<file path="src/rtl/link_sched_pkg.sv">
package link_sched_pkg;

    typedef enum logic [1:0] {
        OWN_IDLE = 2'd0,
        OWN_DRAM = 2'd1,
        OWN_CFG  = 2'd2,
        OWN_SYNC = 2'd3
    } owner_e;

    typedef enum logic [1:0] {
        ROLE_NORMAL = 2'd0,
        ROLE_CFG    = 2'd1,
        ROLE_SYNC   = 2'd2
    } role_e;

    // shortest period that still holds one traffic, one config and one sync frame
    localparam int unsigned MIN_PERIOD = 3;

endpackage

</file>
<file path="src/rtl/lfs_frame_counter.sv">
module lfs_frame_counter
    import link_sched_pkg::*;
#(
    parameter int unsigned MAX_PERIOD = 42,
    parameter int unsigned CNT_W      = $clog2(MAX_PERIOD + 1)
) (
    input  logic             clk,
    input  logic             rst_n,
    input  logic             frame_tick,
    input  logic [CNT_W-1:0] period_len,
    output role_e            role
);

    localparam logic [CNT_W-1:0] LEN_MIN = CNT_W'(MIN_PERIOD);
    localparam logic [CNT_W-1:0] LEN_MAX = CNT_W'(MAX_PERIOD);
    localparam logic [CNT_W-1:0] ONE     = CNT_W'(1);

    typedef struct packed {
        logic [CNT_W-1:0] cnt;   // number of the frame issued on the next tick
        logic [CNT_W-1:0] plen;  // length of the running period
    } ctr_t;

    ctr_t             ctr_d, ctr_q;
    logic [CNT_W-1:0] plen_new;

    always_comb begin
        if (period_len < LEN_MIN)      plen_new = LEN_MIN;
        else if (period_len > LEN_MAX) plen_new = LEN_MAX;
        else                           plen_new = period_len;

        if (ctr_q.cnt >= ctr_q.plen)             role = ROLE_SYNC;
        else if (ctr_q.cnt == ctr_q.plen - ONE)  role = ROLE_CFG;
        else                                     role = ROLE_NORMAL;

        ctr_d = ctr_q;
        if (frame_tick) begin
            if (role == ROLE_SYNC) begin
                ctr_d.cnt  = ONE;
                ctr_d.plen = plen_new;
            end else begin
                ctr_d.cnt  = ctr_q.cnt + ONE;
            end
        end
    end

    always_ff @(posedge clk or negedge rst_n) begin
        if (!rst_n) begin
            ctr_q.cnt  <= ONE;
            ctr_q.plen <= LEN_MAX;
        end else begin
            ctr_q <= ctr_d;
        end
    end

    assert_cnt_in_period_R7: assert property (@(posedge clk) disable iff (!rst_n)
        (ctr_q.cnt >= ONE) && (ctr_q.cnt <= ctr_q.plen));

    assert_plen_legal_R7: assert property (@(posedge clk) disable iff (!rst_n)
        (ctr_q.plen >= LEN_MIN) && (ctr_q.plen <= LEN_MAX));

    assert_still_without_tick_R9: assert property (@(posedge clk) disable iff (!rst_n)
        !frame_tick |=> $stable(ctr_q));

    assert_restart_after_sync_R1: assert property (@(posedge clk) disable iff (!rst_n)
        (frame_tick && role == ROLE_SYNC) |=> (ctr_q.cnt == ONE));

endmodule

</file>
<file path="src/rtl/lfs_slot_mux.sv">
module lfs_slot_mux
    import link_sched_pkg::*;
(
    input  role_e  role,
    input  logic   dram_cmd_req,
    input  logic   wr_data_req,
    input  logic   cfg_rd_req,
    input  logic   cfg_wr_req,
    output owner_e own_a,
    output owner_e own_bc
);

    always_comb begin
        unique case (role)
            ROLE_SYNC: begin
                own_a  = OWN_SYNC;
                own_bc = OWN_SYNC;
            end
            ROLE_CFG: begin
                own_a  = cfg_rd_req ? OWN_CFG : OWN_IDLE;
                own_bc = cfg_wr_req ? OWN_CFG : OWN_IDLE;
            end
            default: begin
                own_a  = dram_cmd_req ? OWN_DRAM : OWN_IDLE;
                own_bc = wr_data_req  ? OWN_DRAM : OWN_IDLE;
            end
        endcase
    end

endmodule

</file>
<file path="src/rtl/link_frame_sched.sv">
module link_frame_sched
    import link_sched_pkg::*;
#(
    parameter int unsigned MAX_PERIOD = 42,
    parameter int unsigned CNT_W      = $clog2(MAX_PERIOD + 1)
) (
    input  logic             clk,
    input  logic             rst_n,
    input  logic             frame_tick,
    input  logic [CNT_W-1:0] period_len,
    input  logic             dram_cmd_req,
    input  logic             wr_data_req,
    input  logic             cfg_rd_req,
    input  logic             cfg_wr_req,
    output logic [1:0]       slot_a_sel,
    output logic [1:0]       slot_b_sel,
    output logic [1:0]       slot_c_sel,
    output logic             sync_strobe
);

    typedef struct packed {
        owner_e a;
        owner_e b;
        owner_e c;
        logic   sync;
    } out_t;

    role_e  role;
    owner_e mux_a, mux_bc;
    out_t   out_d, out_q;

    lfs_frame_counter #(
        .MAX_PERIOD (MAX_PERIOD),
        .CNT_W      (CNT_W)
    ) u_counter (
        .clk        (clk),
        .rst_n      (rst_n),
        .frame_tick (frame_tick),
        .period_len (period_len),
        .role       (role)
    );

    lfs_slot_mux u_mux (
        .role         (role),
        .dram_cmd_req (dram_cmd_req),
        .wr_data_req  (wr_data_req),
        .cfg_rd_req   (cfg_rd_req),
        .cfg_wr_req   (cfg_wr_req),
        .own_a        (mux_a),
        .own_bc       (mux_bc)
    );

    always_comb begin
        out_d      = out_q;
        out_d.sync = 1'b0;
        if (frame_tick) begin
            out_d.a    = mux_a;
            out_d.b    = mux_bc;
            out_d.c    = mux_bc;
            out_d.sync = (role == ROLE_SYNC);
        end
    end

    always_ff @(posedge clk or negedge rst_n) begin
        if (!rst_n) begin
            out_q.a    <= OWN_IDLE;
            out_q.b    <= OWN_IDLE;
            out_q.c    <= OWN_IDLE;
            out_q.sync <= 1'b0;
        end else begin
            out_q <= out_d;
        end
    end

    assign slot_a_sel  = out_q.a;
    assign slot_b_sel  = out_q.b;
    assign slot_c_sel  = out_q.c;
    assign sync_strobe = out_q.sync;

    assert_sync_owns_frame_R6: assert property (@(posedge clk) disable iff (!rst_n)
        sync_strobe |-> (slot_a_sel == 2'd3 && slot_b_sel == 2'd3 && slot_c_sel == 2'd3));

    assert_sync_single_pulse_R6: assert property (@(posedge clk) disable iff (!rst_n)
        sync_strobe |=> !sync_strobe);

    assert_bc_paired_R8: assert property (@(posedge clk) disable iff (!rst_n)
        slot_b_sel == slot_c_sel);

    assert_cfg_unmixed_R4: assert property (@(posedge clk) disable iff (!rst_n)
        (slot_a_sel == 2'd2 || slot_b_sel == 2'd2)
            |-> (slot_a_sel != 2'd1 && slot_b_sel != 2'd1 && slot_a_sel != 2'd3));

    assert_selects_hold_R9: assert property (@(posedge clk) disable iff (!rst_n)
        !frame_tick |=> ($stable({slot_a_sel, slot_b_sel, slot_c_sel}) && !sync_strobe));

endmodule

</file>
<file path="config.mk">
export PLATFORM = sky130hd
export DESIGN_NAME = link_frame_sched
export DESIGN_NICKNAME = d
export VERILOG_FILES = /design/src/rtl/link_sched_pkg.sv /design/src/rtl/lfs_frame_counter.sv /design/src/rtl/lfs_slot_mux.sv /design/src/rtl/link_frame_sched.sv
export SDC_FILE = /design/constraint.sdc
export NUM_CORES = 1
export LEC_CHECK = 0
export ABC_AREA = 1
export BUFFER_PORTS_ARGS = -buffer_cell sky130_fd_sc_hd__buf_2
export CAP_MARGIN = 40
export CORE_ASPECT_RATIO = 0.7
export CORE_MARGIN = 1.5
export CORE_UTILIZATION = 50
export DETAILED_ROUTE_END_ITERATION = 10
export PLACE_DENSITY = 0.74
export SLEW_MARGIN = 25
export SYNTH_ARGS = -nofsm -noshare
export SYNTH_HDL_FRONTEND = slang
export SYNTH_SLANG_ARGS = --single-unit
</file>
<file path="constraint.sdc">
create_clock -name clk -period 4.4 [get_ports clk]
set_input_delay 1.32 -clock clk [delete_from_list [all_inputs] [get_ports clk]]
set_output_delay 1.32 -clock clk [all_outputs]
set_load 0.01 [all_outputs]
</file>
## After elaboration in Yosys (flattened, before gate mapping)

Index checks and enable logic that the tools add are counted.
Widths: inputs -> output; s select.

| word-level totals | value |
|---|---|
| bits in registers | 17 |

| cells by class | value |
|---|---|
| add/subtract/negate cells | 2 |
| equal/unequal tests | 3 |
| order comparisons | 3 |
| mux-type cells | 12 |
| reductions and logical operators | 1 |

Operators by type and width:

| cell | count |
|---|---|
| $mux 6 | 3 |
| $pmux 2 s2 | 2 |
| $add 6x1->6 const B | 1 |
| $eq 6x6->1 | 1 |
| $ge 6x6->1 | 1 |
| $gt 6x6->1 const B | 1 |
| $lt 6x2->1 const B | 1 |
| $mux 2 | 3 |
| $sub 6x1->6 const B | 1 |
| $mux 1 | 4 |
| $eq 2x1->1 const B | 1 |
| $eq 2x2->1 const B | 1 |
| $reduce_and 2->1 | 1 |

## Depth between registers and ports, before layout

| logic depth | value |
|---|---|
| depth after elaboration | 6 |
| gate-level depth with buffers | 11 |
| gate-level depth less buffers | 11 |

## Hierarchy

Synthesis repeated with hierarchy kept, for this count alone.

| second synthesis, totals | value |
|---|---|
| cells, all modules | 201 |
| area total of the unflattened synthesis | 1336.3 µm² |

By module, submodules not included:

| module | instances | cells each | area each (µm²) | sequential area each (µm²) |
|---|---|---|---|---|
| lfs_frame_counter | 1 | 163 | 1048.5 | 305.3 |
| link_frame_sched | 1 | 22 | 196.4 | 125.1 |
| lfs_slot_mux | 1 | 16 | 91.3 | 0.0 |

## Worst setup path before layout

OpenSTA, ideal clock, no wires.

| path | value |
|---|---|
| path type | input to register |
| start | input port frame_tick |
| end | register u_counter.ctr_q[11] (netlist bit) |
| data required time | 4280 ps |
| arrival time | 1817 ps |
| library setup time | 120 ps |
| slack | 2464 ps |
| buffers on the path | 0 |
| cell stages on the path | 5 |
| path through | inv_2 -> nor3_4 -> nand3_1 -> xor2_1 -> nor2_1 |

RTL lines:

| element | line | text |
|---|---|---|
| start: declaration | link_frame_sched.sv:9 | `input logic frame_tick,` |
| end signal: assignment | lfs_frame_counter.sv:51 | `ctr_q <= ctr_d;` |
| end: declaration | lfs_frame_counter.sv:23 | `ctr_t ctr_d, ctr_q;` |

## Worst setup path after layout

| path | value |
|---|---|
| start | register out_q (netlist bit slot_c_sel[1]) |
| end | output port slot_c_sel[1] |

RTL lines:

| element | line | text |
|---|---|---|
| start: declaration | link_frame_sched.sv:30 | `out_t out_d, out_q;` |
| start signal: assignment | link_frame_sched.sv:71 | `out_q <= out_d;` |
| end: declaration | link_frame_sched.sv:17 | `output logic [1:0] slot_c_sel,` |

No word-level cell between the ends.

==> out/qor.txt <==
outcome = finished clean
hpwl dp = 1988 um
most frequent cells in the layout = nand2_1, inv_1, buf_2
Slew Viols, Final = 0
setup violators final = 0
Net Count, Synth = 187
CTS HTree Levels = 1
grt ovf = 0
CTS clk-pin slew, worst paths = 110 ps
count of cell types in the netlist = 23
CP max stage cell = dfrtp_1
most common cell after layout, fill and taps aside = nand2_1
CP Launch Type = flop
Core Box Area = 0.002207 mm^2
share of layout cells above drive strength 1 = 18.38%
final antenna-violating net count = 0
drc violations = 0
DR vias/cell = 4.954
Fillers = 227
Mapped Cells = 166
Total GRT Usage = 21.36%
final setup skew = 3.185 ps
number of global-route vias before repair = 937
Power Dens Cells = 685.6 mW/mm^2
Core Rows = 14
Die Width = 61.31 um
global-route wire length before repair = 4091 um
DP Worst Slack = 2074 ps
Main synth FF type = dfrtp_1
critical path cell sequence = buf_2
Die H = 43.82 um
Resized cells post-CTS = 0
Slowest Stage Delay on Critical Path = 420 ps
via count = 1075
crit path capture type = output port
final hold slack = 509.5 ps
Placement Cell Area = 0.001291 mm^2
Post-CTS Setup Inserts = 0
hold-fix buffer count after cts = 0
Starting Density = 53.91%
TritonCTS Buffers = 3
Max Freq = 0.4556 GHz
fin area = 0.001321 mm^2
Leak Pwr = 0.7547 nW
YS warnings = 0
final worst path period share = 49.88%
nets = 207
RSZ-0062 raised after global routing = no
CTS tree = yes
clock buffer depth = 2
PortBufs = 19
Routed WL per cell = 11.51 um
register bit total from synthesis = 17
area of the multi-input gates = 639.4 um^2
Worst R2R Path Depth = 9
sequential area share after synthesis = 36.17%
initial drt markers = 39
CTS Sinks = 17
Worst Path Required = 3080 ps
CP Depth = 1
count of buffer and inverter cells on the critical path = 1
VDD IR max = 0.0002844 V
final hold vios = 0
min Tclk post-route = 2195 ps
CP delay by family, top = flip-flops
final WL = 2498 um
Root Driver = clkbuf_4
mapped cell area = 0.001190 mm^2
register area = 430.4 um^2
Die ar. = 0.002686 mm^2
hold path cells = 2
largest net degree at the start of global routing = 18
Worst Path Max Fanout = 3
ys async rst share = 100.0%
RD Place Congestion = 0.8366
CP arrival = 870 ps
Post-synth EDFFs = 0
setup_tns = 0 ps
Max-slew headroom = 73.81%
Final Util = 59.86%
ant diodes = 0
CP Class = flop to output port
TritonRoute pass-1 iters = 5
actual slew at the worst max-slew pin = 392.9 ps
Area Growth Syn to Fin = 11.04%
Hold Crit Class = flop to flop
max-cap violation count = 0
initial antenna violation count = 0
worst skew pair latency = 310 ps
io pins = 20
post-route setup slack = 2205 ps
Avg Synthesized Cell Area = 7.168 um^2
worst register-to-register path, delay by kind of cell, from the launching register on:
kind	cells	cell delay [ps]
DFF	1	580
buffers and inverters	2	210
AOI/OAI and AO/OA	1	60
adders and majority gates	1	310
and+or+nand+nor	5	750
power by group:
part | internal (mW) | switching, mW
Sequential | 0.236 | 0.0702
Clock | 0.0347 | 0.0569
Combinational | 0.188 | 0.320
Total | 0.459 | 0.447
synth_stat cells (2+ instances only):
cell type | count | area [um^2]
nand4_1 | 2 | 12.51
dfrtp_1 | 13 | 325.3
o21ai_1 | 2 | 10.01
nor2_1 | 15 | 56.30
xnor2_1 | 2 | 17.52
nand3_1 | 9 | 45.04
inv_1 | 22 | 82.58
nor3_1 | 2 | 10.01
a21boi_0 | 5 | 37.54
buf_4 | 2 | 15.01
a21oi_1 | 3 | 15.01
nand2_1 | 62 | 232.7
o21ai_2 | 4 | 35.03
dfstp_2 | 4 | 105.1
o21ai_0 | 3 | 15.01
xor2_1 | 2 | 17.52
ha_1 | 8 | 100.1
final timing paths:
check / startpoint / to / slack (ps)
max in group asynchronous: rst_n / u_counter.ctr_q[3] / 3170
min in group asynchronous: rst_n / slot_c_sel[0] / 920
hold / removal: u_counter.ctr_q[1] / u_counter.ctr_q[1] / 510
setup reg to reg: u_counter.ctr_q[3] / u_counter.ctr_q[9] / 2420
setup / recovery: slot_c_sel[1] / slot_c_sel[1] / 2210
hold reg to reg: u_counter.ctr_q[1] / u_counter.ctr_q[1] / 510
sequential cells by signal, indices dropped and copies added, names as in the netlist:
register / flops
u_counter.ctr_q: 12
slot_a_sel: 2
slot_c_sel: 2
sync_strobe: 1
final cells by class:
type	count	area share [%]
Multi-Input combinational cell	122	48.39
Sequential cell	17	32.58
Timing Repair Buffer	19	7.197
Inverter	23	6.534
Tap cell	32	3.030
Clock buffer	3	1.705
Clock inverter	1	0.5682
stage by stage:
step	cells	power [mW]
after floorplan	166	0.7043
after CTS	217	0.9102
after global routing	217	0.9969
after global placement	213	0.7868
after detailed placement	213	0.8130
final	217	0.9059
cell families (layout without fill, tap and decap cells):
| logic type | count (synthesis) | count (layout) | synth area share (%) |
|---|---|---|---|
| adder cells (fa/ha/maj) | 8 | 8 | 8.413 |
| XOR/XNOR | 4 | 4 | 2.945 |
| flip-flops | 17 | 17 | 36.17 |
| AND/OR/NAND/NOR | 92 | 92 | 32.28 |
| buffers and inverters | 27 | 46 | 10.09 |
| AO/OA/AOI/OAI | 18 | 18 | 10.09 |
metal layers:
metal / vias to the layer above / global-route usage [%] / wire length (um)
li1: 561 / - / -
met3: 4 / 6.269 / 85
met2: 15 / 33.40 / 1123
met1: 495 / 29.19 / 1264
met5: - / 0 / 0
met4: 0 / 5.217 / 25
(Power assumes the default switching activity.)
